`src/rtl/updown_counter_pkg.sv`:
```
package updown_counter_pkg;

  // Action selected for the count register in one cycle
  typedef enum logic [2:0] {
    ACT_HOLD  = 3'd0,
    ACT_CLEAR = 3'd1,
    ACT_LOAD  = 3'd2,
    ACT_INC   = 3'd3,
    ACT_DEC   = 3'd4
  } cnt_act_e;

endpackage

```
`src/rtl/uc_rise_detect.sv`:
```
// Per-bit rising-edge detector against a stored copy of the previous sample
module uc_rise_detect #(
  parameter int LANES = 2
) (
  input  logic             clk,
  input  logic             rst_n,
  input  logic [LANES-1:0] sig_in,
  output logic [LANES-1:0] rise
);

  for (genvar g = 0; g < LANES; g++) begin : g_lane
    logic prev_q;
    logic prev_d;

    always_comb begin
      prev_d = sig_in[g];
    end

    always_ff @(posedge clk or negedge rst_n) begin
      if (!rst_n) begin
        prev_q <= 1'b0;
      end else begin
        prev_q <= prev_d;
      end
    end

    assign rise[g] = sig_in[g] & ~prev_q;
  end

endmodule

```
`src/rtl/uc_action_sel.sv`:
```
// Priority: clear, then load, then a single event direction
module uc_action_sel
  import updown_counter_pkg::*;
(
  input  logic     clr,
  input  logic     ld,
  input  logic     rise_up,
  input  logic     rise_dn,
  output cnt_act_e act
);

  always_comb begin
    if (clr) begin
      act = ACT_CLEAR;
    end else if (ld) begin
      act = ACT_LOAD;
    end else begin
      unique case ({rise_up, rise_dn})
        2'b10:   act = ACT_INC;
        2'b01:   act = ACT_DEC;
        default: act = ACT_HOLD;
      endcase
    end
  end

endmodule

```
`src/rtl/uc_sat_step.sv`:
```
// Next-value computation with saturation at the interpretation's bounds
module uc_sat_step
  import updown_counter_pkg::*;
#(
  parameter int WIDTH       = 16,
  parameter bit SIGNED_MODE = 1'b0
) (
  input  logic [WIDTH-1:0] cur,
  input  logic [WIDTH-1:0] preset,
  input  cnt_act_e         act,
  output logic [WIDTH-1:0] nxt
);

  localparam logic [WIDTH-1:0] ONE = {{(WIDTH-1){1'b0}}, 1'b1};

  logic [WIDTH-1:0] hi_bound;
  logic [WIDTH-1:0] lo_bound;

  if (SIGNED_MODE) begin : g_signed_bounds
    assign hi_bound = {1'b0, {(WIDTH-1){1'b1}}};
    assign lo_bound = {1'b1, {(WIDTH-1){1'b0}}};
  end else begin : g_unsigned_bounds
    assign hi_bound = {WIDTH{1'b1}};
    assign lo_bound = {WIDTH{1'b0}};
  end

  logic at_hi;
  logic at_lo;

  assign at_hi = (cur == hi_bound);
  assign at_lo = (cur == lo_bound);

  always_comb begin
    nxt = cur;
    unique case (act)
      ACT_CLEAR: nxt = '0;
      ACT_LOAD:  nxt = preset;
      ACT_INC:   nxt = at_hi ? cur : cur + ONE;
      ACT_DEC:   nxt = at_lo ? cur : cur - ONE;
      default:   nxt = cur;
    endcase
  end

endmodule

```
`src/rtl/uc_flags.sv`:
```
// Threshold comparisons of the count against the preset and against zero
module uc_flags #(
  parameter int WIDTH       = 16,
  parameter bit SIGNED_MODE = 1'b0
) (
  input  logic [WIDTH-1:0] cur,
  input  logic [WIDTH-1:0] preset,
  output logic             ge_preset,
  output logic             le_zero
);

  localparam int MSB = WIDTH - 1;

  logic is_zero;
  assign is_zero = ~|cur;

  if (SIGNED_MODE) begin : g_signed_cmp
    assign ge_preset = ($signed(cur) >= $signed(preset));
    assign le_zero   = cur[MSB] | is_zero;
  end else begin : g_unsigned_cmp
    assign ge_preset = (cur >= preset);
    assign le_zero   = is_zero;
  end

endmodule

```
`src/rtl/updown_event_counter.sv`:
```
module updown_event_counter
  import updown_counter_pkg::*;
#(
  parameter int WIDTH       = 16,
  parameter bit SIGNED_MODE = 1'b0
) (
  input  logic             clk,
  input  logic             rst_n,
  input  logic             up_evt,
  input  logic             dn_evt,
  input  logic             clr,
  input  logic             ld,
  input  logic [WIDTH-1:0] preset,
  output logic [WIDTH-1:0] count,
  output logic             at_preset,
  output logic             at_floor
);

  localparam int SYNC_STAGES = 2;
  localparam int LANES       = 2;

  // Reset: asserted asynchronously, released through a flop chain
  logic [SYNC_STAGES-1:0] rst_pipe_q;
  logic                   rst_sync_n;

  always_ff @(posedge clk or negedge rst_n) begin
    if (!rst_n) begin
      rst_pipe_q <= '0;
    end else begin
      rst_pipe_q <= {rst_pipe_q[SYNC_STAGES-2:0], 1'b1};
    end
  end

  assign rst_sync_n = rst_pipe_q[SYNC_STAGES-1];

  // Event edge detection
  logic [LANES-1:0] evt_rise;

  uc_rise_detect #(
    .LANES (LANES)
  ) u_rise (
    .clk    (clk),
    .rst_n  (rst_sync_n),
    .sig_in ({dn_evt, up_evt}),
    .rise   (evt_rise)
  );

  // Action arbitration
  cnt_act_e act;

  uc_action_sel u_sel (
    .clr     (clr),
    .ld      (ld),
    .rise_up (evt_rise[0]),
    .rise_dn (evt_rise[1]),
    .act     (act)
  );

  // Next value
  logic [WIDTH-1:0] count_q;
  logic [WIDTH-1:0] count_d;
  logic             count_en;

  uc_sat_step #(
    .WIDTH       (WIDTH),
    .SIGNED_MODE (SIGNED_MODE)
  ) u_step (
    .cur    (count_q),
    .preset (preset),
    .act    (act),
    .nxt    (count_d)
  );

  assign count_en = (act != ACT_HOLD);

  always_ff @(posedge clk or negedge rst_sync_n) begin
    if (!rst_sync_n) begin
      count_q <= '0;
    end else if (count_en) begin
      count_q <= count_d;
    end
  end

  assign count = count_q;

  // Threshold flags
  uc_flags #(
    .WIDTH       (WIDTH),
    .SIGNED_MODE (SIGNED_MODE)
  ) u_flags (
    .cur       (count_q),
    .preset    (preset),
    .ge_preset (at_preset),
    .le_zero   (at_floor)
  );

endmodule

```
`config.mk`:
```
export PLATFORM = sky130hd
export DESIGN_NAME = updown_event_counter
export DESIGN_NICKNAME = d
export VERILOG_FILES = /design/src/rtl/updown_counter_pkg.sv /design/src/rtl/uc_rise_detect.sv /design/src/rtl/uc_action_sel.sv /design/src/rtl/uc_sat_step.sv /design/src/rtl/uc_flags.sv /design/src/rtl/updown_event_counter.sv
export SDC_FILE = /design/constraint.sdc
export NUM_CORES = 1
export LEC_CHECK = 0
export BUFFER_PORTS_ARGS = -buffer_cell sky130_fd_sc_hd__buf_4
export CORE_ASPECT_RATIO = 1.4
export CORE_MARGIN = 2
export CORE_UTILIZATION = 52
export CTS_BUF_LIST = sky130_fd_sc_hd__clkbuf_8
export DETAILED_ROUTE_END_ITERATION = 8
export MAX_ROUTING_LAYER = met4
export PLACE_DENSITY = 0.84
export REMOVE_ABC_BUFFERS = 1
export SLEW_MARGIN = 20
export SYNTH_ARGS = -nofsm -noshare
export SYNTH_HDL_FRONTEND = slang
export SYNTH_SLANG_ARGS = --single-unit
```
`constraint.sdc`:
```
create_clock -name clk -period 1.7 [get_ports clk]
set_input_delay 0.255 -clock clk [delete_from_list [all_inputs] [get_ports clk]]
set_output_delay 0.255 -clock clk [all_outputs]
set_load 0.005 [all_outputs]
```
==> flow_summary.toml <==
[run_status]
status = "finished, violations left"
violations = "setup timing"

[synthesis]
yosysWarningCount = 0
synth_top_cell_area_share_pct = 24.3
synthArstFlopShare_pct = 100
synth-edff-count = 0
netlist_area_um2 = 2060
synthAdderAreaFrac_pct = 10.9
muxShareOfSynthArea_pct = 0.547
synth_compound_area_share_pct = 25.8
synthSimpleGateAreaFrac_pct = 28.6
syn_inst = 262
synthFlopType = "dfrtp_1"
synth_xor_area_share_pct = 0.851
synth_area_per_cell_um2 = 7.86
synth_top_family_by_area = "simple AND/OR/NAND/NOR gates"
synth.area.top_cells = "dfrtp_1, ha_1, o21ai_0"
synth-seq-cells = 20
yosysTopAreaCell = "dfrtp_1"
yosysUniqueCellTypes = 54
yosysSeqAreaShare_pct = 24.3

[floorplan]
rows = 27
design.core.area_um2 = 3850
die-area_um2 = 4480
io_pins = 40
die_h_um = 78.4
die_w_um = 57.2
initial_utilization_pct = 53.4

[power_and_ir_drop]
pwr_density_cell_nw_per_um2 = 558
ir_worst_vdd_mv = 0.556
leakage_nw = 1.75
power_mw = 1.96

[drt]
vias_per_cell = 7.21
routed-wl-met3_um = 1140
met2_length_um = 4960
first_pass_iters = 6
drt-initial-drc-count = 356
highest_layer = "met4"
routed_wl_um = 10700
wl_per_cell_um = 25.0
ant_nets = 0
vias = 3073
met1_length_um = 3340
remaining_drc_errors = 0

[timing]
setup_viol = 18
maxSlewViolCount = 0
rsz0062_at_grt = "yes"
tns_ns = -11.58
clock.fmax_ghz = 0.401
period_share_pct = 147
tightest_slew_ns = 0.502
min_period_ns = 2.50
hold_viol = 0
skew_ns = 0.00166
worst_slack_ns = -0.796
relSlewSlack_pct = 66.4

[worst_setup_path]
rr_worst_depth = 12
critPathKind = "reg -> reg"
crit_arrival_ns = 2.71
crit_fanout = 4
rrSetupSlack_ns = -0.80
start_kind = "flip-flop"
end_kind = "flip-flop"
r2r_start = "u_rise.g_lane[1].prev_q$_DFF_PN0_"
worstPathRequired_ns = 1.91
r2r_end = "count[10]$_DFFE_PN0P_"

[cells_and_area]
nets = 424
antenna_cells = 0
fill_cells = 153
multiInputGateArea_um2 = 1700
drive_above_1_share_pct = 50.4
fin_cells = 426
area_growth_pct = 70.3
layout_commonest_cell = "buf_4"
seqCellArea_um2 = 502
final_cell_mix = "buf_4, nor2_1, dfrtp_1"

[placement]
portBuffers = 39
dp_cells = 402
gp_congestion = 0.937
dp_hpwl_um = 5350

[grt]
first_global_vias = 2664
antenna_found_initial = 0
grt_use_total_pct = 37.3
overflow = 0
grt_first_pass_wirelength_um = 12700
grt_max_degree = 18

[clock_tree]
cts-buffers-inserted = 3
clk_path_buf_depth = 2
clock_sinks = 20
clk_pin_slew_ns = 0.09
htreeDepth = 1
cts_tree = "built"
cts_root_buf = "clkbuf_8"
clkLatencyLatePin_ns = 0.28

[worst_hold_path]
hold_class = "reg -> async"

[job]
cap_violations = 0
[logic make-up (layout without fill, tap and decap cells)]
| kind of cell | Yosys count | after routing |
|---|---|---|
| flops | 20 | 20 |
| xor+xnor | 2 | 2 |
| buf+inv | 39 | 160 |
| compound gates | 76 | 76 |
| other cells | 1 | 1 |
| mux | 1 | 1 |
| fa+ha+maj | 18 | 18 |
| simple gates | 105 | 105 |
[through the flow]
step	hold slack (ns)	util [%]	setup slack, ns	cell area, µm²
floorplan	-0.0406	-	-0.892	1950
global placement	0.0383	74.7	-0.615	2880
detailed placement	0.0388	74.7	-0.682	2880
CTS	0.113	83.5	-0.591	3210
global route	0.137	91.0	-0.986	3500
finish	0.119	91.0	-0.796	3500
[how the worst max path moves through the flow]
stage / start / endpoint / depth (start not counted)
floorplan: u_rise.g_lane[1].prev_q$_DFF_PN0_ / count[12]$_DFFE_PN0P_ / 10
global placement: ld / count[10]$_DFFE_PN0P_ / 13
detailed placement: u_rise.g_lane[1].prev_q$_DFF_PN0_ / count[10]$_DFFE_PN0P_ / 12
CTS: u_rise.g_lane[1].prev_q$_DFF_PN0_ / count[12]$_DFFE_PN0P_ / 11
global route: u_rise.g_lane[1].prev_q$_DFF_PN0_ / count[12]$_DFFE_PN0P_ / 10
finish: u_rise.g_lane[1].prev_q$_DFF_PN0_ / count[10]$_DFFE_PN0P_ / 12
[repair_timing]
action                                  in CTS  in global routing
hold buffers                                 1                  0
pin swaps                                   21                 26
gates cloned                                 0                  1
buffers inserted                             9                 12
resized for setup                           43                 45
endpoints found under the setup margin      18                 18
hold endpoints to repair                     2                  0
[layout make-up]
| class | instances | share of cell area (%) |
|---|---|---|
| Tap cell | 43 | 1.54 |
| Sequential cell | 20 | 14.3 |
| Timing Repair Buffer | 136 | 31.3 |
| Inverter | 20 | 2.25 |
| Multi-Input combinational cell | 203 | 48.5 |
| Clock buffer | 3 | 1.18 |
| Clock inverter | 1 | 0.857 |
[registers in the layout (all words and copies together) (netlist names)]
register	flops
u_rise.g_lane.prev_q	2
count	16
rst_pipe_q	2
[metal layers]
metal  up-vias  global-route usage, %
li1       1227                      -
met1      1414                   41.0
met2       308                   63.0
met3       124                   3.95
met4         0                   24.0
met5         -                      -
[synthesized netlist by cell type, types with 2 or more instances]
library cell / number
a211oi_1: 3
a221oi_1: 3
buf_2: 5
nor2b_1: 4
a22oi_1: 8
xnor2_1: 2
nand3_1: 11
o21ai_0: 20
nor3_1: 7
o31ai_1: 2
nand2_1: 16
dfrtp_1: 20
buf_6: 3
a21oi_1: 8
nor4_1: 7
nand4_1: 10
nor4b_1: 3
and3_1: 9
clkbuf_1: 9
inv_1: 20
or4_1: 3
o2bb2ai_1: 5
o211ai_1: 2
and4_1: 2
nor2_1: 21
o31a_1: 3
ha_1: 18
or3_1: 2
nand2b_1: 3
a21o_1: 9
[power breakdown]
part           switching (mW)  internal [mW]
Clock                   0.205          0.316
Sequential             0.0510          0.506
Combinational           0.445          0.432
Total                   0.701           1.25
[worst max-delay path, cell delays in order (launching register included)]
cell and delay [ns]:
dfrtp_1 0.42, nor2b_4 0.17, nand3_4 0.10, xnor2_2 0.17, ha_2 0.21, nor4_1 0.23, buf_4 0.18, nand2_1 0.11
a21oi_2 0.23, buf_4 0.15, a31oi_1 0.07, o31a_1 0.25, o21ai_1 0.12
No activity file was read; power rests on OpenSTA's default activity.
